**src/rtl/fpc_pkg.sv**
```systemverilog
package fpc_pkg;
  typedef enum logic [1:0] {
    FMT_S32 = 2'd0,
    FMT_D64 = 2'd1,
    FMT_Q128 = 2'd2,
    FMT_SPT = 2'd3
  } fpc_fmt_e;

  localparam int MASK_W = 7;
  localparam int NIB_W  = 4;

  // class-select mask bit positions
  localparam int MB_NAN   = 6;
  localparam int MB_INF_P = 5;
  localparam int MB_INF_N = 4;
  localparam int MB_ZER_P = 3;
  localparam int MB_ZER_N = 2;
  localparam int MB_DEN_P = 1;
  localparam int MB_DEN_N = 0;

  // condition nibble bit positions
  localparam int NB_LT = 3;
  localparam int NB_GT = 2;
  localparam int NB_EQ = 1;
  localparam int NB_SO = 0;
endpackage

```
**src/rtl/fpc_classify.sv**
```systemverilog
module fpc_classify
  import fpc_pkg::*;
#(
  parameter int EXP_W  = 11,
  parameter int FRAC_W = 52,
  localparam int VAL_W = 1 + EXP_W + FRAC_W
) (
  input  logic [VAL_W-1:0]  val,
  input  logic [MASK_W-1:0] mask,
  input  logic              force_den,
  output logic              match,
  output logic              sign
);
  logic [EXP_W-1:0]  exp_f;
  logic [FRAC_W-1:0] frac_f;
  logic ex_max, ex_zero, fr_zero;
  logic is_nan, is_inf, is_zero, is_den;

  assign sign    = val[VAL_W-1];
  assign exp_f   = val[VAL_W-2 -: EXP_W];
  assign frac_f  = val[FRAC_W-1:0];
  assign ex_max  = &exp_f;
  assign ex_zero = ~|exp_f;
  assign fr_zero = ~|frac_f;

  // class flags in priority order
  assign is_nan  = ex_max & ~fr_zero;
  assign is_inf  = ex_max & fr_zero;
  assign is_zero = ex_zero & fr_zero;
  assign is_den  = ~ex_max & ~is_zero & ((ex_zero & ~fr_zero) | force_den);

  always_comb begin
    match = 1'b0;
    if (is_nan)       match = mask[MB_NAN];
    else if (is_inf)  match = sign ? mask[MB_INF_N] : mask[MB_INF_P];
    else if (is_zero) match = sign ? mask[MB_ZER_N] : mask[MB_ZER_P];
    else if (is_den)  match = sign ? mask[MB_DEN_N] : mask[MB_DEN_P];
  end
endmodule

```
**src/rtl/fpc_sp_fit.sv**
```systemverilog
module fpc_sp_fit #(
  parameter int EXP_W  = 11,
  parameter int FRAC_W = 52,
  parameter int SP_EXP_MIN = 897,   // smallest biased binary64 exponent of a single normal
  parameter int SP_EXP_MAX = 1150,  // largest biased binary64 exponent of a single normal
  parameter int SP_FRAC_W  = 23,
  localparam int VAL_W = 1 + EXP_W + FRAC_W,
  localparam int SIG_W = FRAC_W + 1,
  localparam int SH_W  = $clog2(SIG_W + 1),
  localparam int DROP_N = FRAC_W - SP_FRAC_W,          // 29
  localparam int SUB_LO = SP_EXP_MIN - SP_FRAC_W,      // lowest exponent that may still fit
  localparam int SH_OFF = SP_EXP_MIN + DROP_N          // shift = SH_OFF - exp below normal range
) (
  input  logic [VAL_W-1:0] dval,
  output logic             fits,
  output logic             tiny
);
  logic [EXP_W-1:0]  e;
  logic [FRAC_W-1:0] f;
  logic [SIG_W-1:0]  sig, lowm;
  logic [SH_W-1:0]   sh;
  logic              in_rng;

  assign e   = dval[VAL_W-2 -: EXP_W];
  assign f   = dval[FRAC_W-1:0];
  assign sig = {1'b1, f};

  // nonzero exponent below the single normal range
  assign tiny = (e != '0) && (e < EXP_W'(SP_EXP_MIN));

  always_comb begin
    if (e >= EXP_W'(SP_EXP_MIN))      sh = SH_W'(DROP_N);
    else if (e >= EXP_W'(SUB_LO))     sh = SH_W'(EXP_W'(SH_OFF) - e);
    else                              sh = SH_W'(SIG_W);
    in_rng = (e != '0) && (e <= EXP_W'(SP_EXP_MAX)) && (sh < SH_W'(SIG_W));
    lowm   = (SIG_W'(1) << sh) - SIG_W'(1);
    fits   = (&e) | ((e == '0) & (f == '0)) | (in_rng & ~|(sig & lowm));
  end
endmodule

```
**src/rtl/fp_class_tester.sv**
```systemverilog
module fp_class_tester
  import fpc_pkg::*;
#(
  parameter int OPW = 128,
  localparam int L32 = OPW / 32,
  localparam int L64 = OPW / 64
) (
  input  logic              clk,
  input  logic              rst_n,
  input  logic              vec_mode,
  input  logic [1:0]        fmt,
  input  logic [MASK_W-1:0] class_mask,
  input  logic [OPW-1:0]    operand,
  output logic [NIB_W-1:0]  cond_nib,
  output logic [OPW-1:0]    lane_mask
);
  fpc_fmt_e fmt_e;
  logic [L32-1:0] m32, s32;
  logic [L64-1:0] m64, s64;
  logic m128, s128;
  logic sp_fits, sp_tiny, force_den0;
  logic [NIB_W-1:0] nib_d, nib_q;
  logic [OPW-1:0]   lanes_d, lanes_q;

  assign fmt_e = fpc_fmt_e'(fmt);
  assign force_den0 = ~vec_mode & (fmt_e == FMT_SPT) & sp_tiny;

  genvar k;
  generate
    for (k = 0; k < L32; k++) begin : g_s32
      fpc_classify #(.EXP_W(8), .FRAC_W(23)) u_cls (
        .val(operand[32*k +: 32]), .mask(class_mask), .force_den(1'b0),
        .match(m32[k]), .sign(s32[k]));
    end
    for (k = 0; k < L64; k++) begin : g_d64
      fpc_classify #(.EXP_W(11), .FRAC_W(52)) u_cls (
        .val(operand[64*k +: 64]), .mask(class_mask),
        .force_den((k == 0) ? force_den0 : 1'b0),
        .match(m64[k]), .sign(s64[k]));
    end
  endgenerate

  fpc_classify #(.EXP_W(15), .FRAC_W(112)) u_q128 (
    .val(operand[127:0]), .mask(class_mask), .force_den(1'b0),
    .match(m128), .sign(s128));

  fpc_sp_fit u_spfit (.dval(operand[63:0]), .fits(sp_fits), .tiny(sp_tiny));

  // next-state
  always_comb begin
    nib_d   = '0;
    lanes_d = '0;
    if (vec_mode) begin
      case (fmt_e)
        FMT_S32:  for (int i = 0; i < L32; i++) lanes_d[32*i +: 32] = {32{m32[i]}};
        FMT_Q128: lanes_d[127:0] = {128{m128}};
        default:  for (int i = 0; i < L64; i++) lanes_d[64*i +: 64] = {64{m64[i]}};
      endcase
    end else begin
      case (fmt_e)
        FMT_S32: begin
          nib_d[NB_LT] = s32[0];
          nib_d[NB_EQ] = m32[0];
        end
        FMT_D64: begin
          nib_d[NB_LT] = s64[0];
          nib_d[NB_EQ] = m64[0];
        end
        FMT_Q128: begin
          nib_d[NB_LT] = s128;
          nib_d[NB_EQ] = m128;
        end
        default: begin
          nib_d[NB_LT] = s64[0];
          nib_d[NB_EQ] = m64[0];
          nib_d[NB_SO] = ~sp_fits;
        end
      endcase
    end
  end

  // register
  always_ff @(posedge clk or negedge rst_n) begin
    if (!rst_n) begin
      nib_q   <= '0;
      lanes_q <= '0;
    end else begin
      nib_q   <= nib_d;
      lanes_q <= lanes_d;
    end
  end

  assign cond_nib  = nib_q;
  assign lane_mask = lanes_q;

  // assertions
  p_lane_clear_r5: assert property (@(posedge clk) disable iff (!rst_n)
    ($past(rst_n) && !$past(vec_mode)) |-> (lane_mask == '0));

  p_nib_clear_r9: assert property (@(posedge clk) disable iff (!rst_n)
    ($past(rst_n) && $past(vec_mode)) |-> (cond_nib == '0));

  p_sign_lt_r5: assert property (@(posedge clk) disable iff (!rst_n)
    ($past(rst_n) && !$past(vec_mode) && $past(fmt) == 2'd1)
      |-> (cond_nib[NB_LT] == $past(operand[63])));

  p_so_only_spt_r8: assert property (@(posedge clk) disable iff (!rst_n)
    ($past(rst_n) && $past(fmt) != 2'd3) |-> !cond_nib[NB_SO]);

  p_nan_needs_bit_r1: assert property (@(posedge clk) disable iff (!rst_n)
    ($past(rst_n) && !$past(vec_mode) && $past(fmt) == 2'd1 &&
     $past(operand[62:52]) == 11'h7FF && $past(operand[51:0]) != '0 &&
     !$past(class_mask[MB_NAN])) |-> !cond_nib[NB_EQ]);

  p_sp_tiny_den_r7: assert property (@(posedge clk) disable iff (!rst_n)
    ($past(rst_n) && !$past(vec_mode) && $past(fmt) == 2'd3 &&
     $past(operand[62:52]) != '0 && $past(operand[62:52]) <= 11'h380 &&
     $past(class_mask[1:0]) == 2'b11) |-> cond_nib[NB_EQ]);

  generate
    for (k = 0; k < L32; k++) begin : g_uni
      p_lane_uniform_r9: assert property (@(posedge clk) disable iff (!rst_n)
        ($past(rst_n) && $past(vec_mode) && $past(fmt) == 2'd0)
          |-> (lane_mask[32*k +: 32] == '0 || lane_mask[32*k +: 32] == '1));
    end
  endgenerate
endmodule

```
**config.mk**
```make
export PLATFORM = sky130hd
export DESIGN_NAME = fp_class_tester
export DESIGN_NICKNAME = d
export VERILOG_FILES = /design/src/rtl/fpc_pkg.sv /design/src/rtl/fpc_classify.sv /design/src/rtl/fpc_sp_fit.sv /design/src/rtl/fp_class_tester.sv
export SDC_FILE = /design/constraint.sdc
export NUM_CORES = 1
export LEC_CHECK = 0
export ABC_AREA = 1
export BUFFER_PORTS_ARGS = -buffer_cell sky130_fd_sc_hd__buf_2
export CAP_MARGIN = 20
export CORE_MARGIN = 2
export CORE_UTILIZATION = 40
export CTS_BUF_LIST = sky130_fd_sc_hd__clkbuf_2
export DETAILED_ROUTE_END_ITERATION = 7
export PLACE_DENSITY = 0.79
export SLEW_MARGIN = 40
export SYNTH_ARGS = -nofsm -noshare
export SYNTH_HDL_FRONTEND = slang
export SYNTH_SLANG_ARGS = --single-unit
```
**constraint.sdc**
```tcl
create_clock -name clk -period 1.01 [get_ports clk]
set_clock_uncertainty 0.1 [all_clocks]
set_input_delay 0.0505 -clock clk [delete_from_list [all_inputs] [get_ports clk]]
set_output_delay 0.0505 -clock clk [all_outputs]
set_load 0.01 [all_outputs]
```
==> results.ini, run 1 <==
[outcome]
status = finished with violations
violations = negative setup slack

[timing]
finalWorstSetupSlack_ns = -1.61
fin_setup_tns_ns = -36.57
period_needed_ns = 2.62
worstMarginPinSlew_ns = 0.537
finalSetupViolCount = 134
rsz0062_at_grt = true
post-route-period-util_pct = 259
hold_viol_final = 0
drv_slew = 0
slew_headroom_pct = 63.9
fmax_mhz = 382

[yosys]
ys_ff_latch = 7
synth_top_family_by_area = simple AND/OR/NAND/NOR gates
synth_edf_count = 0
synth_simple_gate_area_share_pct = 51.0
ys.flop_type = dfrtp_1
synth_cell_types = 46
synth_top_area_share_pct = 23.3
synth_warnings = 0
synth-xor-area-share_pct = 0.863
yosysSeqAreaShare_pct = 4.31
synthCells = 729
syn_area_per_cell_um2 = 5.57
synth-compound-area-share_pct = 9.24
synthAdderAreaFrac_pct = 1.54
synth_commonest_cells = nand2_1 (136), buf_4 (126), nor2_1 (92)
async_flop_share_pct = 100
synth_most_common_cell = nand2_1
synth_mux_area_share_pct = 0.247
syn_area_mm2 = 0.00406
yosys-top-cells-area = buf_4 (23%), nand2_1 (13%), nand3_1 (11%)
synth_top_area_cell = buf_4

[place]
port_buffers = 270
hpwlAfterDp_um = 15900
routabilityCongestion = 1.12
postPlaceCellArea_mm2 = 0.00619

[route]
viasPerCell = 5.61
drtAntennaViolNets = 0
post_drt_wl_per_cell_um = 19.7
vias = 6980
dr.pass1.iters = 6
wl_um = 24600
route.detailed.drc = 0
drtIter0Drc = 1047

[global_routing]
use_met2_pct = 66.7
grt_overflow = 0
grt-busiest-layer = met2
antenna_found_initial = 1
track_usage_pct = 37.6
grt_pass1_vias = 6342
grt.met1_usage_pct = 44.3
grt_first_pass_wirelength_um = 33000
grt_max_degree = 17
use_met3_pct = 5.49

[min_path]
hp-class = input pin to register
whs_path_depth = 3

[clocking]
numClockSinks = 7
htreeDepth = 1
clockRootBuffer = clkbuf_2
cts_tree = yes
clk_pin_slew_ns = 0.08
clk_path_buf_depth = 2
cts_made_buffers = 3

[job]
max-cap-violations = 0

[final_layout]
nFillCells = 629
finalInstanceArea_mm2 = 0.00830
drive_gt1_share_pct = 59.5
fin_nets = 1257
synthToLayoutAreaGrowth_pct = 104

[critical_path]
path_max_fanout = 8
crit_required_ns = 1.08
crit_arrival_ns = 2.69
criticalPathCategory = input pin to register
critical_path.endpoint_type = register
cp-start-kind = input pin

[power]
ir_worst_vdd_mv = 0.313
fin_total_pwr_mw = 3.82
p_leak_nw = 4.43
power_density_mw_per_mm2 = 460

[floorplan]
rows = 36
ios = 272
die_x_um = 105
initial_core_util_pct = 41.3
dieArea_mm2 = 0.0110
coreArea_mm2 = 0.00982
die_y_um = 105

==> state kept, by name, summed over array words and instances, names as in the netlist <==
name       count
lane_mask      4
cond_nib       3
==> cell type report <==
cell class / count / area [µm²] / share of cell area, %
Sequential cell: 7 / 188 / 2.26
Timing Repair Buffer: 511 / 4380 / 52.7
Inverter: 88 / 350 / 4.22
Multi-Input combinational cell: 500 / 3200 / 38.5
Tap cell: 133 / 166 / 2.00
Clock buffer: 4 / 20.0 / 0.241
Antenna cell: 1 / 2.50 / 0.0301
Timing Repair inverter: 1 / 3.75 / 0.0452
==> worst max-delay path: stages <==
cell and delay [ns]:
buf_12 0.11, inv_8 0.03, ha_4 0.14, inv_2 0.05, nor2_2 0.04, nand2_2 0.10, nand3_4 0.16, a21oi_4 0.23
buf_4 0.18, inv_6 0.07, buf_12 0.14, nand3_2 0.10, nand2_1 0.09, inv_1 0.06, nand3_1 0.09, nor2_2 0.19
nand3_1 0.10, nor2_1 0.18, nand3_1 0.10, nand2_1 0.15, nor2_2 0.06, nand3_1 0.08, nor2_1 0.05, nor2_1 0.11
==> kinds of logic after synthesis <==
group | Yosys count
simple gates | 425
buf+inv | 223
compound gates | 62
flops | 7
fa+ha+maj | 5
xor+xnor | 4
other cells | 2
mux | 1
==> per-layer routing <==
metal / share of wire (%) / up-vias
met5: 0 / -
met4: 7.5 / 0
met3: 10 / 159
met2: 49 / 605
met1: 33 / 3133
li1: - / 3083
==> cells in the final DEF (no fill, tap or decap), types with 3 or more instances in the layout <==
| cell | Yosys | layout |
|---|---|---|
| nor4_2 | 0 | 4 |
| a21oi_1 | 12 | 10 |
| nor2_4 | 3 | 20 |
| nand3_1 | 89 | 74 |
| nand2_4 | 1 | 7 |
| nor2_2 | 4 | 19 |
| nor2_1 | 92 | 60 |
| buf_6 | 1 | 151 |
| nor4_4 | 0 | 7 |
| buf_2 | 6 | 133 |
| o21ai_1 | 2 | 7 |
| nand4_1 | 37 | 37 |
| nor3_1 | 6 | 5 |
| nand3_2 | 7 | 16 |
| dfrtp_4 | 0 | 3 |
| o21a_1 | 3 | 3 |
| buf_16 | 0 | 3 |
| o21ai_0 | 29 | 22 |
| ha_1 | 5 | 3 |
| nand2_1 | 136 | 116 |
| nand2_2 | 6 | 20 |
| nor4_1 | 29 | 18 |
| buf_12 | 0 | 13 |
| clkbuf_2 | 0 | 4 |
| inv_1 | 75 | 71 |
| nor3_4 | 1 | 3 |
| o211ai_1 | 4 | 4 |
| buf_4 | 126 | 202 |
| dfrtp_1 | 7 | 3 |
| buf_8 | 0 | 6 |
| nand3_4 | 2 | 8 |
| xor2_2 | 0 | 3 |
| inv_2 | 13 | 14 |
| conb_1 | 2 | 3 |
| nand3b_1 | 3 | 3 |
==> what timing repair did <==
item	4_1_cts	5_1_grt
setup buffers	38	10
hold buffers	1	0
endpoints found under the hold margin	7	0
gates cloned	7	3
setup endpoints to repair	134	134
pin swaps	50	52
gates resized for setup	186	138
==> through the flow <==
step	hold WS [ns]	util, %	cells	worst slack [ns]
after floorplan	-0.345	-	730	-1.19
after detailed placement	-0.203	63.1	1185	-1.84
after global routing	0.0370	84.6	1245	-1.65
after CTS	0.0402	77.0	1233	-1.41
final	0.0646	84.6	1245	-1.61
after global placement	-0.205	63.1	1185	-1.81
==> path summary, 6_finish.rpt <==
path	from	endpoint	slack [ns]
max in group asynchronous	rst_n	lane_mask[63]$_DFF_PN0_	0.49
min	vec_mode	cond_nib[3]$_DFF_PN0_	0.06
max	operand[53]	cond_nib[0]$_DFF_PN0_	-1.61
min in group asynchronous	rst_n	lane_mask[31]$_DFF_PN0_	0.12
==> where the power goes <==
part	total (mW)	internal, mW	switching (mW)
Sequential	0.318	0.296	0.0223
Clock	0.230	0.105	0.125
Combinational	3.27	1.61	1.66
Total	3.82	2.01	1.81
No activity file was read; power rests on OpenSTA's default activity.
==> inputs of run 2 (changes only) <==
ABC_AREA = default   (was 1)
CORE_AREA = 2 2 104 106   (was default)
CORE_MARGIN = default   (was 2)
CORE_UTILIZATION = default   (was 40)
DIE_AREA = 0 0 106 108   (was default)
PLACE_DENSITY = 0.74   (was 0.79)
==> results.ini, run 2 <==
[yosys]
yosys-top-cells-area = buf_4 (26%), nor4_1 (5.4%), dfrtp_1 (4.8%)
synth_most_common_cell = buf_4
ys_ff_latch = 7
syn_area_per_cell_um2 = 6.93
synth_commonest_cells = buf_4 (125), nor2_1 (43), nand2_1 (34)
synthCells = 523
synth_top_area_cell = buf_4
synth_warnings = 0
ys.flop_type = dfrtp_1
yosysSeqAreaShare_pct = 4.83
async_flop_share_pct = 100
synth_cell_types = 70
syn_area_mm2 = 0.00362
synth_edf_count = 0
synth_top_area_share_pct = 25.9

[timing]
period_needed_ns = 2.76
worstMarginPinSlew_ns = 0.726
fmax_mhz = 362
rsz0062_at_grt = true
finalSetupViolCount = 134
hold_slack_ns = 0.0598
hold_viol_final = 0
slew_headroom_pct = 50.3
drv_slew = 0
finalWorstSetupSlack_ns = -1.75
post-route-period-util_pct = 273

[critical_path]
critical_path.endpoint_type = register
path_buf_inv = 1
max_stage_delay_ns = 0.57
cp-start-kind = input pin
cpMaxStageDelayCell = or4_4
critPathTopFamily = compound AO/OA/AOI/OAI gates
criticalPathCategory = input pin to register
crit_required_ns = 1.00
crit_arrival_ns = 2.75
crit_chain = buf_6 > or4_4 > o41a_4 > or4_4 > nor2_4 > a21oi_2 > o211ai_1 > xor2_1 > a2111oi_2 > a31oi_1
crit_top_cell = or4_4
path_max_fanout = 6

[floorplan]
ios = 272
die_y_um = 108
dieArea_mm2 = 0.0114
initial_core_util_pct = 35.4
die_x_um = 106
rows = 37
coreArea_mm2 = 0.0102

[global_routing]
track_usage_pct = 29.5
grt_first_pass_wirelength_um = 26900
use_met2_pct = 54.9
antenna_found_initial = 1
grt.met1_usage_pct = 35.6
grt_pass1_vias = 5174
use_met3_pct = 3.56
grt-busiest-layer = met2
grt_overflow = 0
grt_max_degree = 17

[job]
max-cap-violations = 0

[final_layout]
synthToLayoutAreaGrowth_pct = 84.5
drive_gt1_share_pct = 61.3
largest_reg_flops = 4
fin_nets = 999
nFillCells = 841
final-instance-count-excl-fill = 990
mostFrequentLayoutCell = buf_4
utilization_pct = 65.4
layout_common_cells = buf_4 (179), buf_2 (157), buf_6 (120), nor2_1 (40), nand2_1 (34)

[power]
clkPwrFrac_pct = 6.6
p_leak_nw = 3.23
p_int_mw = 1.73
power_density_mw_per_mm2 = 458
p_seq_share_pct = 10.4
switchingPower_mw = 1.33
switching_share_pct = 43.5
combPwrFrac_pct = 83.0
ir_worst_vdd_mv = 0.398

[place]
routabilityCongestion = 1.01
dpl_worst_slack_ns = -2.08
hpwlAfterDp_um = 14200
dp.cells = 964
port_buffers = 270

[outcome]
violations = negative setup slack
status = finished with violations

[clocking]
cts_made_buffers = 3
clockRootBuffer = clkbuf_2
clk_pin_slew_ns = 0.07
htreeDepth = 1
clk_path_buf_depth = 2
numClockSinks = 7
cts_tree = yes

[route]
post_drt_wl_per_cell_um = 19.4
drtIter0Drc = 375
vias = 5463
viasPerCell = 5.52
drtAntennaViolNets = 0
dr.pass1.iters = 5
wl_um = 19200
route.detailed.drc = 0

[min_path]
min-delay-start = vec_mode
hold_path_end = cond_nib[1]$_DFF_PN0_
whs_path_depth = 3
hp-class = input pin to register

[run 2: cell count changes after synthesis, moves of 8 or more]
cell / before / now
nand2_1: 136 / 34
nand3_1: 89 / 21
inv_1: 75 / 8
nor2_1: 92 / 43
nand4_1: 37 / 21
inv_2: 13 / 0
clkbuf_1: 2 / 12
mux2_2: 0 / 9
nor3_1: 6 / 15
o21ai_0: 29 / 20
mux2i_1: 1 / 9
[run 2: worst max path at each step]
stage	start	end	slack, ns	cells past startpoint
finish	operand[55]	cond_nib[0]$_DFF_PN0_	-1.75	10
global route	operand[55]	cond_nib[0]$_DFF_PN0_	-1.85	10
detailed placement	operand[55]	cond_nib[0]$_DFF_PN0_	-2.08	10
floorplan	operand[55]	cond_nib[0]$_DFF_PN0_	-1.67	10
CTS	operand[55]	cond_nib[0]$_DFF_PN0_	-1.72	11
global placement	operand[55]	cond_nib[0]$_DFF_PN0_	-2.00	10
[run 2: logic make-up (layout without fill, tap and decap cells)]
logic type | count (synthesis) | after routing | synth area share (%)
AND/OR/NAND/NOR | 212 | 212 | 31.3
buffers and inverters | 152 | 481 | 28.9
AO/OA/AOI/OAI | 109 | 109 | 21.5
multiplexers | 23 | 23 | 8.39
XOR/XNOR | 13 | 13 | 3.14
flip-flops | 7 | 7 | 4.83
adder cells (fa/ha/maj) | 5 | 5 | 1.73
other | 2 | 4 | 0.207
[run 2: stage by stage]
stage	area (µm²)	total power [mW]	TNS, ns
3_3_place_gp	5520	2.35	-10.61
6_report	6690	3.06	-32.24
4_1_cts	6270	2.82	-29.63
5_1_grt	6690	3.25	-39.46
3_5_place_dp	5520	2.36	-10.36
2_1_floorplan	3670	1.36	-8.71
[run 2: per-layer routing]
metal	share of wire, %	wire length [µm]
met3	7.7	1490
met2	52	9910
met1	38	7210
met5	0	0
met4	3.1	595
[run 2: what timing repair did]
item | in CTS | in global routing
gates resized for setup | 98 | 73
setup buffers | 13 | 0
endpoints found under the setup margin | 134 | 134
pin swaps | 10 | 10
gates cloned | 4 | 3
endpoints found under the hold margin | 7 | 0
hold buffers | 1 | 0
[run 2: power by group through the flow]
stage          clock [mW]  sequential (mW)  combinational, mW
3_3_place_gp            0            0.336               2.02
6_report            0.202            0.319               2.54
3_5_place_dp            0            0.339               2.02
4_1_cts             0.200            0.312               2.31
5_1_grt             0.241            0.320               2.69
2_1_floorplan           0            0.347               1.02
[run 2: area by class of cell]
| cell class | instances | area [µm²] | area share [%] |
|---|---|---|---|
| Antenna cell | 1 | 2.50 | 0.0374 |
| Inverter | 8 | 30.0 | 0.449 |
| Tap cell | 136 | 170 | 2.54 |
| Sequential cell | 7 | 188 | 2.81 |
| Clock buffer | 4 | 20.0 | 0.299 |
| Timing Repair Buffer | 469 | 3740 | 56.0 |
| Multi-Input combinational cell | 365 | 2530 | 37.9 |
==> inputs of run 3 (changes only) <==
CORE_AREA = default   (was 2 2 104 106)
CORE_MARGIN = 2   (was default)
CORE_UTILIZATION = 25   (was default)
DIE_AREA = default   (was 0 0 106 108)
GPL_ROUTABILITY_DRIVEN = 0   (was default)
PLACE_DENSITY = 0.55   (was 0.74)
==> results.ini, run 3 (synthesized netlist as in run 2, its figures left out) <==
[outcome]
status = finished with violations
violations = negative setup slack

[final_layout]
mostFrequentLayoutCell = buf_4
synthToLayoutAreaGrowth_pct = 91.8
largest_reg_flops = 4
layout_common_cells = buf_4 (186), buf_2 (141), buf_6 (134), nor2_1 (41), nand2_1 (34)
antenna_cells = 0
drive_gt1_share_pct = 61.8
finalInstanceArea_mm2 = 0.00695
fin_nets = 1008
final-instance-count-excl-fill = 1046
nFillCells = 1390

[timing]
slew_headroom_pct = 64.6
fmax_mhz = 371
period_needed_ns = 2.69
finalWorstSetupSlack_ns = -1.68
finalSetupViolCount = 134
drv_slew = 0
rsz0062_at_grt = true
worstMarginPinSlew_ns = 0.517
hold_slack_ns = 0.0271
hold_viol_final = 0
post-route-period-util_pct = 267

[place]
hpwlAfterDp_um = 13500
postPlaceCellArea_mm2 = 0.00561
dp.cells = 1018
port_buffers = 270

[clocking]
numClockSinks = 7
clk_path_buf_depth = 2
clockRootBuffer = clkbuf_2
cts_made_buffers = 3
htreeDepth = 1
cts_tree = yes
clk_pin_slew_ns = 0.08

[critical_path]
crit_required_ns = 1.00
max_stage_delay_ns = 0.58
cp-start-kind = input pin
path_max_fanout = 5
criticalPathCategory = input pin to register
crit_chain = buf_6 > or4_4 > o41a_4 > nor4_4 > o21ai_0 > o41ai_1 > a211oi_1 > a221o_1 > a2111oi_2 > a31oi_1
cpMaxStageDelayCell = or4_4
critical_path.endpoint_type = register
crit_arrival_ns = 2.68

[power]
fin_total_pwr_mw = 3.06
power_density_mw_per_mm2 = 440
ir_worst_vdd_mv = 0.186
p_leak_nw = 3.30

[global_routing]
antenna_found_initial = 0
grt_pass1_vias = 5001
grt_max_degree = 17
track_usage_pct = 20.0
grt_overflow = 0
grt_first_pass_wirelength_um = 25700

[route]
vias = 5247
drtAntennaViolNets = 0
dr.pass1.iters = 5
drtIter0Drc = 395
wl_um = 17100
route.detailed.drc = 0
viasPerCell = 5.02
post_drt_wl_per_cell_um = 16.3

[floorplan]
dieArea_mm2 = 0.0155
initial_core_util_pct = 25.2
coreArea_mm2 = 0.0144
ios = 272
die_x_um = 124
rows = 44
die_y_um = 124

[min_path]
hp-class = input pin to register
min-delay-start = vec_mode
whs_path_depth = 3
hold_path_end = cond_nib[3]$_DFF_PN0_

[job]
max-cap-violations = 0

run 3: layer usage:
metal / global-route usage, % / wire [µm]
met5: 0 / 0
met4: 7.60 / 663
met3: 2.49 / 1170
met2: 38.1 / 9050
met1: 22.3 / 6190
run 3: repair_timing:
item / in CTS / in global routing
hold endpoints to repair: 8 / 0
gates cloned: 5 / 3
buffers inserted: 14 / 2
gates resized for setup: 109 / 85
hold buffers: 2 / 0
pin swaps: 11 / 7
setup endpoints to repair: 134 / 134
run 3: where the power goes:
part | internal (mW) | switching [mW] | total (mW) | leakage, nW
clock network | 0.0897 | 0.105 | 0.195 | 0.0164
registers | 0.296 | 0.0189 | 0.314 | 0.0870
logic | 1.39 | 1.16 | 2.55 | 3.20
total | 1.78 | 1.29 | 3.06 | 3.30
run 3: stage by stage:
step           TNS [ns]  utilization [%]  worst slack (ns)
6_report         -34.08             48.4             -1.68
5_1_grt          -41.22             48.4             -1.77
4_1_cts          -35.49             45.0             -1.64
3_5_place_dp     -10.67             39.0             -1.98
3_3_place_gp     -10.40             39.0             -1.95
2_1_floorplan     -8.71                -             -1.67
run 3: layout make-up:
type / instances / area [µm²] / area share [%]
Clock buffer: 3 / 15.0 / 0.216
Clock inverter: 1 / 5.00 / 0.0720
Inverter: 8 / 30.0 / 0.432
Multi-Input combinational cell: 365 / 2550 / 36.7
Sequential cell: 7 / 188 / 2.70
Tap cell: 184 / 230 / 3.31
Timing Repair Buffer: 478 / 3930 / 56.5
run 3: how the worst max path moves through the flow:
| stage | depth (start not counted) | slack [ns] | endpoint | startpoint |
|---|---|---|---|---|
| 2_1_floorplan | 10 | -1.67 | cond_nib[0]$_DFF_PN0_ | operand[55] |
| 3_3_place_gp | 10 | -1.95 | cond_nib[0]$_DFF_PN0_ | operand[55] |
| 3_5_place_dp | 10 | -1.98 | cond_nib[0]$_DFF_PN0_ | operand[55] |
| 4_1_cts | 10 | -1.64 | cond_nib[0]$_DFF_PN0_ | operand[55] |
| 5_1_grt | 10 | -1.77 | cond_nib[0]$_DFF_PN0_ | operand[55] |
| 6_report | 10 | -1.68 | cond_nib[0]$_DFF_PN0_ | operand[55] |
run 3: critical path, delay by kind of cell:
family,cells,cell delay (ns)
AOI/OAI and AO/OA,7,1.76
and+or+nand+nor,2,0.78
buffers and inverters,1,0.09
